--- src/rtl/gio_pkg.sv ---
package gio_pkg;
    localparam int BUS_W    = 8;
    localparam int IDX_W    = 6;
    localparam int VAL_W    = 6;
    localparam int NUM_REGS = 1 << IDX_W;
    localparam int ID_HI_W  = 3;
    localparam int ID_LO_W  = 5;
    localparam int ID_W     = ID_HI_W + ID_LO_W;

    localparam logic [IDX_W-1:0] DST_HI_IDX = 6'h30;
    localparam logic [IDX_W-1:0] DST_LO_IDX = 6'h31;
    localparam logic [IDX_W-1:0] SRC_HI_IDX = 6'h32;
    localparam logic [IDX_W-1:0] SRC_LO_IDX = 6'h33;

    typedef enum logic [0:0] {
        PH_WAIT_ADDR = 1'b0,
        PH_WAIT_VAL  = 1'b1
    } phase_t;
endpackage

--- src/rtl/gio_sync.sv ---
module gio_sync #(
    parameter int W      = 8,
    parameter int STAGES = 2
) (
    input  logic         clk,
    input  logic         rst_n,
    input  logic [W-1:0] d,
    output logic [W-1:0] q,
    output logic [W-1:0] q_prev
);
    logic [W-1:0] chain [STAGES];

    genvar s;
    generate
        for (s = 0; s < STAGES; s++) begin : g_stage
            always_ff @(posedge clk or negedge rst_n) begin
                if (!rst_n) begin
                    chain[s] <= '0;
                end else begin
                    if (s == 0) chain[s] <= d;
                    else        chain[s] <= chain[(s == 0) ? 0 : s-1];
                end
            end
        end
    endgenerate

    always_ff @(posedge clk or negedge rst_n) begin
        if (!rst_n) q_prev <= '0;
        else        q_prev <= chain[STAGES-1];
    end

    assign q = chain[STAGES-1];
endmodule

--- src/rtl/gio_phase_fsm.sv ---
module gio_phase_fsm
    import gio_pkg::*;
(
    input  logic   clk,
    input  logic   rst_n,
    input  logic   strobe_rise,
    input  logic   is_index,
    output logic   sel_load,
    output logic   wr_en,
    output phase_t phase
);
    phase_t phase_nxt;

    always_ff @(posedge clk or negedge rst_n) begin
        if (!rst_n) phase <= PH_WAIT_ADDR;
        else        phase <= phase_nxt;
    end

    always_comb begin
        phase_nxt = phase;
        unique case (phase)
            PH_WAIT_ADDR: if (strobe_rise && is_index) phase_nxt = PH_WAIT_VAL;
            PH_WAIT_VAL:  if (strobe_rise && !is_index) phase_nxt = PH_WAIT_ADDR;
            default:      phase_nxt = PH_WAIT_ADDR;
        endcase
    end

    always_comb begin
        sel_load = 1'b0;
        wr_en    = 1'b0;
        unique case (phase)
            PH_WAIT_ADDR: sel_load = strobe_rise && is_index;
            PH_WAIT_VAL: begin
                sel_load = strobe_rise && is_index;
                wr_en    = strobe_rise && !is_index;
            end
            default: ;
        endcase
    end
endmodule

--- src/rtl/gio_route_table.sv ---
module gio_route_table #(
    parameter int HI_W = 3,
    parameter int LO_W = 5
) (
    input  logic                 clk,
    input  logic                 rst_n,
    input  logic                 we,
    input  logic [HI_W+LO_W-1:0] wr_dst,
    input  logic [HI_W+LO_W-1:0] wr_src,
    input  logic [HI_W+LO_W-1:0] rd_dst,
    output logic [HI_W+LO_W-1:0] rd_src
);
    localparam int ID_W    = HI_W + LO_W;
    localparam int ENTRIES = 1 << ID_W;

    logic [ID_W-1:0] link_q [ENTRIES];

    always_ff @(posedge clk or negedge rst_n) begin
        if (!rst_n) begin
            for (int i = 0; i < ENTRIES; i++) link_q[i] <= '0;
        end else if (we) begin
            link_q[wr_dst] <= wr_src;
        end
    end

    assign rd_src = link_q[rd_dst];
endmodule

--- src/rtl/gio_regport.sv ---
module gio_regport
    import gio_pkg::*;
#(
    parameter int SYNC_STAGES = 2,
    parameter int SENSE_W     = 7
) (
    input  logic               clk,
    input  logic               rst_n,
    input  logic [BUS_W-1:0]   gpio_in,
    output logic [BUS_W-1:0]   rd_byte,
    input  logic [SENSE_W-1:0] sense_in,
    input  logic               irq_ack,
    output logic               irq
);
    localparam int STB_BIT = BUS_W - 1;
    localparam int SEL_BIT = BUS_W - 2;

    logic [BUS_W-1:0]   bus_q, bus_prev;
    logic [SENSE_W-1:0] sense_q, sense_prev;
    logic               strobe_rise, sense_chg;
    logic               sel_load, wr_en, commit;
    phase_t             phase;

    logic [IDX_W-1:0]   sel_q;
    logic [VAL_W-1:0]   regs [NUM_REGS];
    logic [ID_W-1:0]    dst_id, src_wr, src_rd;
    logic [VAL_W-1:0]   rd_val;

    gio_sync #(.W(BUS_W), .STAGES(SYNC_STAGES)) bus_sync_i (
        .clk(clk), .rst_n(rst_n), .d(gpio_in), .q(bus_q), .q_prev(bus_prev)
    );

    gio_sync #(.W(SENSE_W), .STAGES(SYNC_STAGES)) sense_sync_i (
        .clk(clk), .rst_n(rst_n), .d(sense_in), .q(sense_q), .q_prev(sense_prev)
    );

    assign strobe_rise = bus_q[STB_BIT] & ~bus_prev[STB_BIT];
    assign sense_chg   = |(sense_q ^ sense_prev);

    gio_phase_fsm fsm_i (
        .clk(clk), .rst_n(rst_n), .strobe_rise(strobe_rise),
        .is_index(bus_q[SEL_BIT]), .sel_load(sel_load), .wr_en(wr_en),
        .phase(phase)
    );

    always_ff @(posedge clk or negedge rst_n) begin
        if (!rst_n)        sel_q <= '0;
        else if (sel_load) sel_q <= bus_q[IDX_W-1:0];
    end

    always_ff @(posedge clk or negedge rst_n) begin
        if (!rst_n) begin
            for (int i = 0; i < NUM_REGS; i++) regs[i] <= '0;
        end else if (wr_en) begin
            regs[sel_q] <= bus_q[VAL_W-1:0];
        end
    end

    assign commit = wr_en && (sel_q == SRC_LO_IDX);
    assign dst_id = {regs[DST_HI_IDX][ID_HI_W-1:0], regs[DST_LO_IDX][ID_LO_W-1:0]};
    assign src_wr = {regs[SRC_HI_IDX][ID_HI_W-1:0], bus_q[ID_LO_W-1:0]};

    gio_route_table #(.HI_W(ID_HI_W), .LO_W(ID_LO_W)) route_i (
        .clk(clk), .rst_n(rst_n), .we(commit), .wr_dst(dst_id),
        .wr_src(src_wr), .rd_dst(dst_id), .rd_src(src_rd)
    );

    always_comb begin
        if (sel_q == SRC_HI_IDX)
            rd_val = {{(VAL_W-ID_HI_W){1'b0}}, src_rd[ID_W-1:ID_LO_W]};
        else if (sel_q == SRC_LO_IDX)
            rd_val = {{(VAL_W-ID_LO_W){1'b0}}, src_rd[ID_LO_W-1:0]};
        else
            rd_val = regs[sel_q];
    end

    assign rd_byte = {{(BUS_W-VAL_W){1'b0}}, rd_val};

    always_ff @(posedge clk or negedge rst_n) begin
        if (!rst_n)         irq <= 1'b0;
        else if (sense_chg) irq <= 1'b1;
        else if (irq_ack)   irq <= 1'b0;
    end
endmodule

--- config.mk ---
export PLATFORM = sky130hd
export DESIGN_NAME = gio_regport
export DESIGN_NICKNAME = d
export VERILOG_FILES = /design/src/rtl/gio_pkg.sv /design/src/rtl/gio_sync.sv /design/src/rtl/gio_phase_fsm.sv /design/src/rtl/gio_route_table.sv /design/src/rtl/gio_regport.sv
export SDC_FILE = /design/constraint.sdc
export NUM_CORES = 2
export LEC_CHECK = 0
export ABC_CLOCK_PERIOD_IN_PS = 3100
export BUFFER_PORTS_ARGS = -buffer_cell sky130_fd_sc_hd__buf_2
export CAP_MARGIN = 30
export CORE_ASPECT_RATIO = 0.6
export CORE_MARGIN = 4
export CORE_UTILIZATION = 58
export CTS_BUF_LIST = sky130_fd_sc_hd__clkbuf_16
export DETAILED_ROUTE_END_ITERATION = 8
export MAX_ROUTING_LAYER = met4
export PLACE_DENSITY = 0.8
export SYNTH_ARGS = -nofsm -noshare
export SYNTH_HDL_FRONTEND = slang
export SYNTH_HIERARCHICAL = 1
export SYNTH_SLANG_ARGS = --single-unit
--- constraint.sdc ---
create_clock -name clk -period 3.1 [get_ports clk]
set_clock_uncertainty 0.05 [all_clocks]
set_input_delay 0.155 -clock clk [delete_from_list [all_inputs] [get_ports clk]]
set_output_delay 0.155 -clock clk [all_outputs]
set_load 0.005 [all_outputs]
# [After elaboration in Yosys (flattened, before gate mapping)]
# Index checks and enable logic that the tools add are counted.
[word_totals] in_bits=18 reg_bits=2485 output_inout_bits=9 word_cells=369
[op_classes] order_cmp=4 n_mux=20 n_reduce_logical=8 n_eq_ne=2 bitwise=6
[op_table] op="$bwmux 2048" n=1
[op_table] op="$bwmux 384" n=1
[op_table] op="$bmux 8 s8" n=1
[op_table] op="$demux 8 s8" n=1
[op_table] op="$bmux 6 s6" n=1
[op_table] op="$demux 6 s6" n=1
[op_table] op="$mux 6" n=5
[op_table] op="$mux 8" n=3
[op_table] op="$eq 6x6->1 const B" n=2
[op_table] op="$ge 9x9->1 const B" n=1
[op_table] op="$lt 9x1->1 const B" n=1
[op_table] op="$not 8->9" n=1
[op_table] op="$ge 7x7->1 const B" n=1
[op_table] op="$lt 7x1->1 const B" n=1
[op_table] op="$not 6->7" n=1
[op_table] op="$reduce_or 7->1" n=1
[op_table] op="$xor 7x7->7" n=1
[op_table] op="$logic_and 1x1->1" n=5
[op_table] op="$mux 1" n=5
[op_table] op="$not 1->1" n=2
[op_table] op="$pmux 1 s2" n=1
[op_table] op="$reduce_bool 2->1" n=1
[op_table] op="$and 1x1->1" n=1
[op_table] op="$logic_not 1->1" n=1

# [Logic depth before layout (Yosys ltp)]
[logic_depth] word_depth=6 depth_mapped=15 depth_no_buf=10

# [Modules after synthesis]
# The synthesis kept the hierarchy.
[by_module_without_submodules] mod="gio_route_table" instances=1 area_per_inst_um2=93385.8 cells_per_inst=6065 seq_area_each_um2=51249.2
[by_module_without_submodules] mod="gio_regport" instances=1 area_per_inst_um2=18088.6 cells_per_inst=1263 seq_area_each_um2=9734.3
[by_module_without_submodules] mod="gio_sync (bus_sync_i)" instances=1 area_per_inst_um2=660.6 cells_per_inst=32 seq_area_each_um2=600.6
[by_module_without_submodules] mod="gio_sync (sense_sync_i)" instances=1 area_per_inst_um2=578.1 cells_per_inst=28 seq_area_each_um2=525.5
[by_module_without_submodules] mod="gio_phase_fsm" instances=1 area_per_inst_um2=57.6 cells_per_inst=4 seq_area_each_um2=25.0

# [Worst setup path before layout]
# Ideal clock, no wire load.
[synth_timing] kind="register to register" from="register sel_q[1]" to="register route_i/link_q[1408] (netlist bit)" n_path_buf=5 required_ns=2.925 path_slack_ns=-0.046 setup_ns=0.125 t_arrival_ns=2.972 path_stages_with_launch=14 period_less_slack_ns=3.146 cell_sequence="dfrtp_1 clkbuf_2 buf_4 inv_2 nor2_1 nand3_2 nor2_2 clkbuf_1 and3_1 clkbuf_1 nand3_1 clkbuf_1 nor2_1 mux2_2"
[synth_via] elab_chain_len=2
[synth_lines] element="start: declaration" line="gio_regport.sv:24" text="logic [IDX_W-1:0] sel_q;"
[synth_lines] element="start signal: assignment" line="gio_regport.sv:48" text="else if (sel_load) sel_q <= bus_q[IDX_W-1:0];"
[synth_lines] element="$eq 6x6->1" line="gio_regport.sv:59" text="assign commit = wr_en && (sel_q == SRC_LO_IDX);"
[synth_lines] element="$logic_and 1x1->1" line="gio_regport.sv:59"
[synth_lines] element="named net commit" line="gio_regport.sv:21" text="logic sel_load, wr_en, commit;"
[synth_lines] element="end signal: indexed assignment" line="gio_route_table.sv:22" text="link_q[wr_dst] <= wr_src;"
[synth_lines] element="end: declaration" line="gio_route_table.sv:16" text="logic [ID_W-1:0] link_q [ENTRIES];"
# The timed path passes the listed nets, and every way through them passes these cells.
# A chain may end at the register's enable or synchronous reset.

# [Worst setup path in the final report]
[layout_timing] from="register regs, in the netlist dst_id[0]" to="output rd_byte[0]"
[layout_via] word_cells_on_any_way=9 cone_classes="8 x mux; 1 x bitwise"
[layout_lines] element="start: declaration" line="gio_regport.sv:25" text="logic [VAL_W-1:0] regs [NUM_REGS];"
[layout_lines] element="start signal: indexed assignment" line="gio_regport.sv:55" text="regs[sel_q] <= bus_q[VAL_W-1:0];"
[layout_lines] element="$not 8->9 (implied by the code)" line="gio_route_table.sv:26" text="assign rd_src = link_q[rd_dst];"
[layout_lines] element="$bmux 8 s8" line="gio_route_table.sv:26"
[layout_lines] element="$mux 8 (implied by the code) (2 in a row)" line="gio_route_table.sv:26"
[layout_lines] element="named net src_rd[5]" line="gio_regport.sv:26" text="logic [ID_W-1:0] dst_id, src_wr, src_rd;"
[layout_lines] element="$mux 6" line="gio_regport.sv:69" text="if (sel_q == SRC_HI_IDX)"
[layout_lines] element="end: declaration" line="gio_regport.sv:10" text="output logic [BUS_W-1:0] rd_byte,"
# The timed path passes the listed nets, and every way through them passes these cells. The select of a mux whose other input is x is not followed.

==> metrics.csv <==
metric;value;unit
largest net degree at the start of global routing;182;
WL final;322000;um
CP Max Fanout;6;
Die Wd;577;um
filler instances;12227;
Port-buffer cells;24;
met3 Usage GRT;10.6;%
Worst-Skew Late Latency;0.87;ns
Hold Slack;0.0596;ns
Slowest-stage cell, CP;or4_4;
CP Depth;16;
Max IR drop VDD;0.548;mV
vias in the first global route;74689;
most used routing layer;met1;
Global Route Usage Sum;33.1;%
reg2reg start;dst_id[4];
worst r2r dst;route_i/link_q[1817];
Syn Area/Cell;15.2;sq um
non-filler instance count after layout;10740;
crit path launch type;flip-flop;
Vias/cell;6.66;
CP bufs+invs;7;
Lkg Pwr;61.8;nW
area grow syn2layout;16.3;%
drt wl/cell;30.0;um
DIE HEIGHT;349;um
max cap viols;0;
fin util;68.3;%
Ports;27;
synth warn;6;
Hold WC Path Type;primary input to async pin;
final hold violation count;0;
DP Cell Count;10247;
Initial Util;58.7;%
Cells after Synth;7385;
routing usage on met2;45.1;%
Pins Over Slew Limit;0;
clk slew on worst S/H paths;0.06;ns
RSZ-0062 raised after global routing;yes;
max_slew headroom;23.0;%
critical path class;flip-flop to output pin;
final instance area;131000;sq um
Max stage delay on crit path;0.55;ns
Worst Setup End Kind;output pin;
Placeable Area;192000;sq um
min cycle time layout;4.70;ns
Die ar.;201000;sq um
share of post-route cells with drive strength above 1;54.5;%
Setup Slack @ Placement;-1.55;ns
Remaining Overflow, GRT;0;
total clock sinks;2476;
std cell rows;124;
DR iter-0 viols;8665;
Num CTS Buffers;222;
via count;71545;
DRC;0;
Placed Area;122000;sq um
Max Fclk;213;MHz
initial antenna violation count;6;
H-Tree Level Count;4;
Post-DP HPWL;213000;um
grt met1 use;48.3;%
failing checks;negative setup slack;
crit path DAT;4.49;ns
Cell Chain, Critical Path;buf_6 -> buf_12 -> buf_12 -> buf_6 -> mux4_2 -> a22o_1 -> a21oi_2 -> a31oi_2 -> or4_4 -> buf_8 -> o21ai_2 -> nor3_2 -> a211oi_4 -> buf_4 -> a31oi_4 -> buf_2;
final setup fails;13;
Req. time, crit path;2.89;ns
family with the most delay on the worst path;buffers and inverters;
reg2reg setup slack;-0.04;ns
fin crit share;151;%
Max clock buf depth;4;
CTS tree;done;
fin worst setup slack;-1.60;ns
Cell Pwr Density;510;nW/um^2
status;finished with violations;
critical path endpoint;rd_byte[0];
r2r worst-path depth;9;
Setup crit start;dst_id[0];
nets;7993;
gpl congestion;0.963;
Root Buffer;clkbuf_16;
Worst-Margin Slew;1.15;ns
Post-Synthesis Cell Area;113000;sq um
ANT nets after route;0;
first-pass GRT wire length;491000;um
DR pass1 iterations;7;
-- through the flow --
stage | power, W | setup TNS, ns
2_1_floorplan | 0.0360 | -3.60
3_3_place_gp | 0.0386 | -6.00
3_5_place_dp | 0.0388 | -5.59
4_1_cts | 0.0669 | -7.83
5_1_grt | 0.0687 | -8.44
6_report | 0.0668 | -8.01
-- repair_timing --
action | CTS | global route
endpoints found under the setup margin | 40 | 578
endpoints found under the hold margin | 2132 | 0
buffers inserted | 49 | 3
resized for setup | 172 | 59
gates cloned | 5 | 1
hold buffers | 33 | 0
pin swaps | 47 | 19
-- sequential cells by signal, indices dropped and copies added (netlist names), named ones only --
signal	cells
route_i/link_q	2048
regs	374
bus_sync_i/chain	8
bus_sync_i/q	8
dst_id	8
sense_sync_i/chain	7
sense_sync_i/q	7
sense_sync_i/q_prev	7
sel_q	6
bus_sync_i/q_prev	1
irq	1
-- worst min-delay path by stage --
stage / depth (start not counted) / from / to / slack (ns)
final: 3 / rst_n / route_i/link_q[589] / 0.06
after global routing: 3 / rst_n / route_i/link_q[345] / 0.06
after global placement: 1 / rst_n / route_i/link_q[893] / 0.03
after floorplan: 0 / rst_n / bus_sync_i/chain[10] / -0.19
after CTS: 3 / rst_n / route_i/link_q[345] / 0.04
after detailed placement: 1 / rst_n / route_i/link_q[893] / 0.03
-- cell type report --
class / instances / area (sq um) / share of cell area (%)
flip-flops and latches: 2476 / 62000 / 47.4
multi-input cells: 4333 / 48600 / 37.1
repair buffers: 932 / 9770 / 7.47
clock buffers: 225 / 5630 / 4.30
well taps: 2583 / 3230 / 2.47
clock inverters: 176 / 1580 / 1.21
inverters: 10 / 37.5 / 0.0287
diodes: 5 / 12.5 / 0.00956
-- worst reg2reg max path: cells and delay by family (launching register included) --
| family | cells | cell delay (ns) |
|---|---|---|
| buf+inv | 4 | 0.80 |
| flops | 1 | 0.48 |
| mux | 1 | 0.43 |
| simple gates | 4 | 1.24 |
-- report_power, final --
group | internal (W) | leakage, nW | switching, W
logic | 0.00216 | 23.7 | 0.00363
clock network | 0.0156 | 3.66 | 0.0124
registers | 0.0326 | 34.4 | 0.000316
total | 0.0504 | 61.8 | 0.0164
-- cells in the final DEF (no fill, tap or decap), types with 70 or more instances in the layout --
cell type	instances
mux4_2	505
nor2_1	180
a21oi_1	108
dfrtp_1	2458
buf_12	184
clkbuf_16	226
nand2_1	202
buf_4	643
mux2i_1	177
nor2_2	70
mux2_2	2464
a22oi_1	138
-- metal layers --
layer	share of wire, %	vias up	wire (um)
met1	42	38565	136000
met3	12	591	38800
met4	2.7	0	8850
met2	43	3632	138000
met5	0	-	0
li1	-	28757	-
No activity file was read; power rests on OpenSTA's default activity.
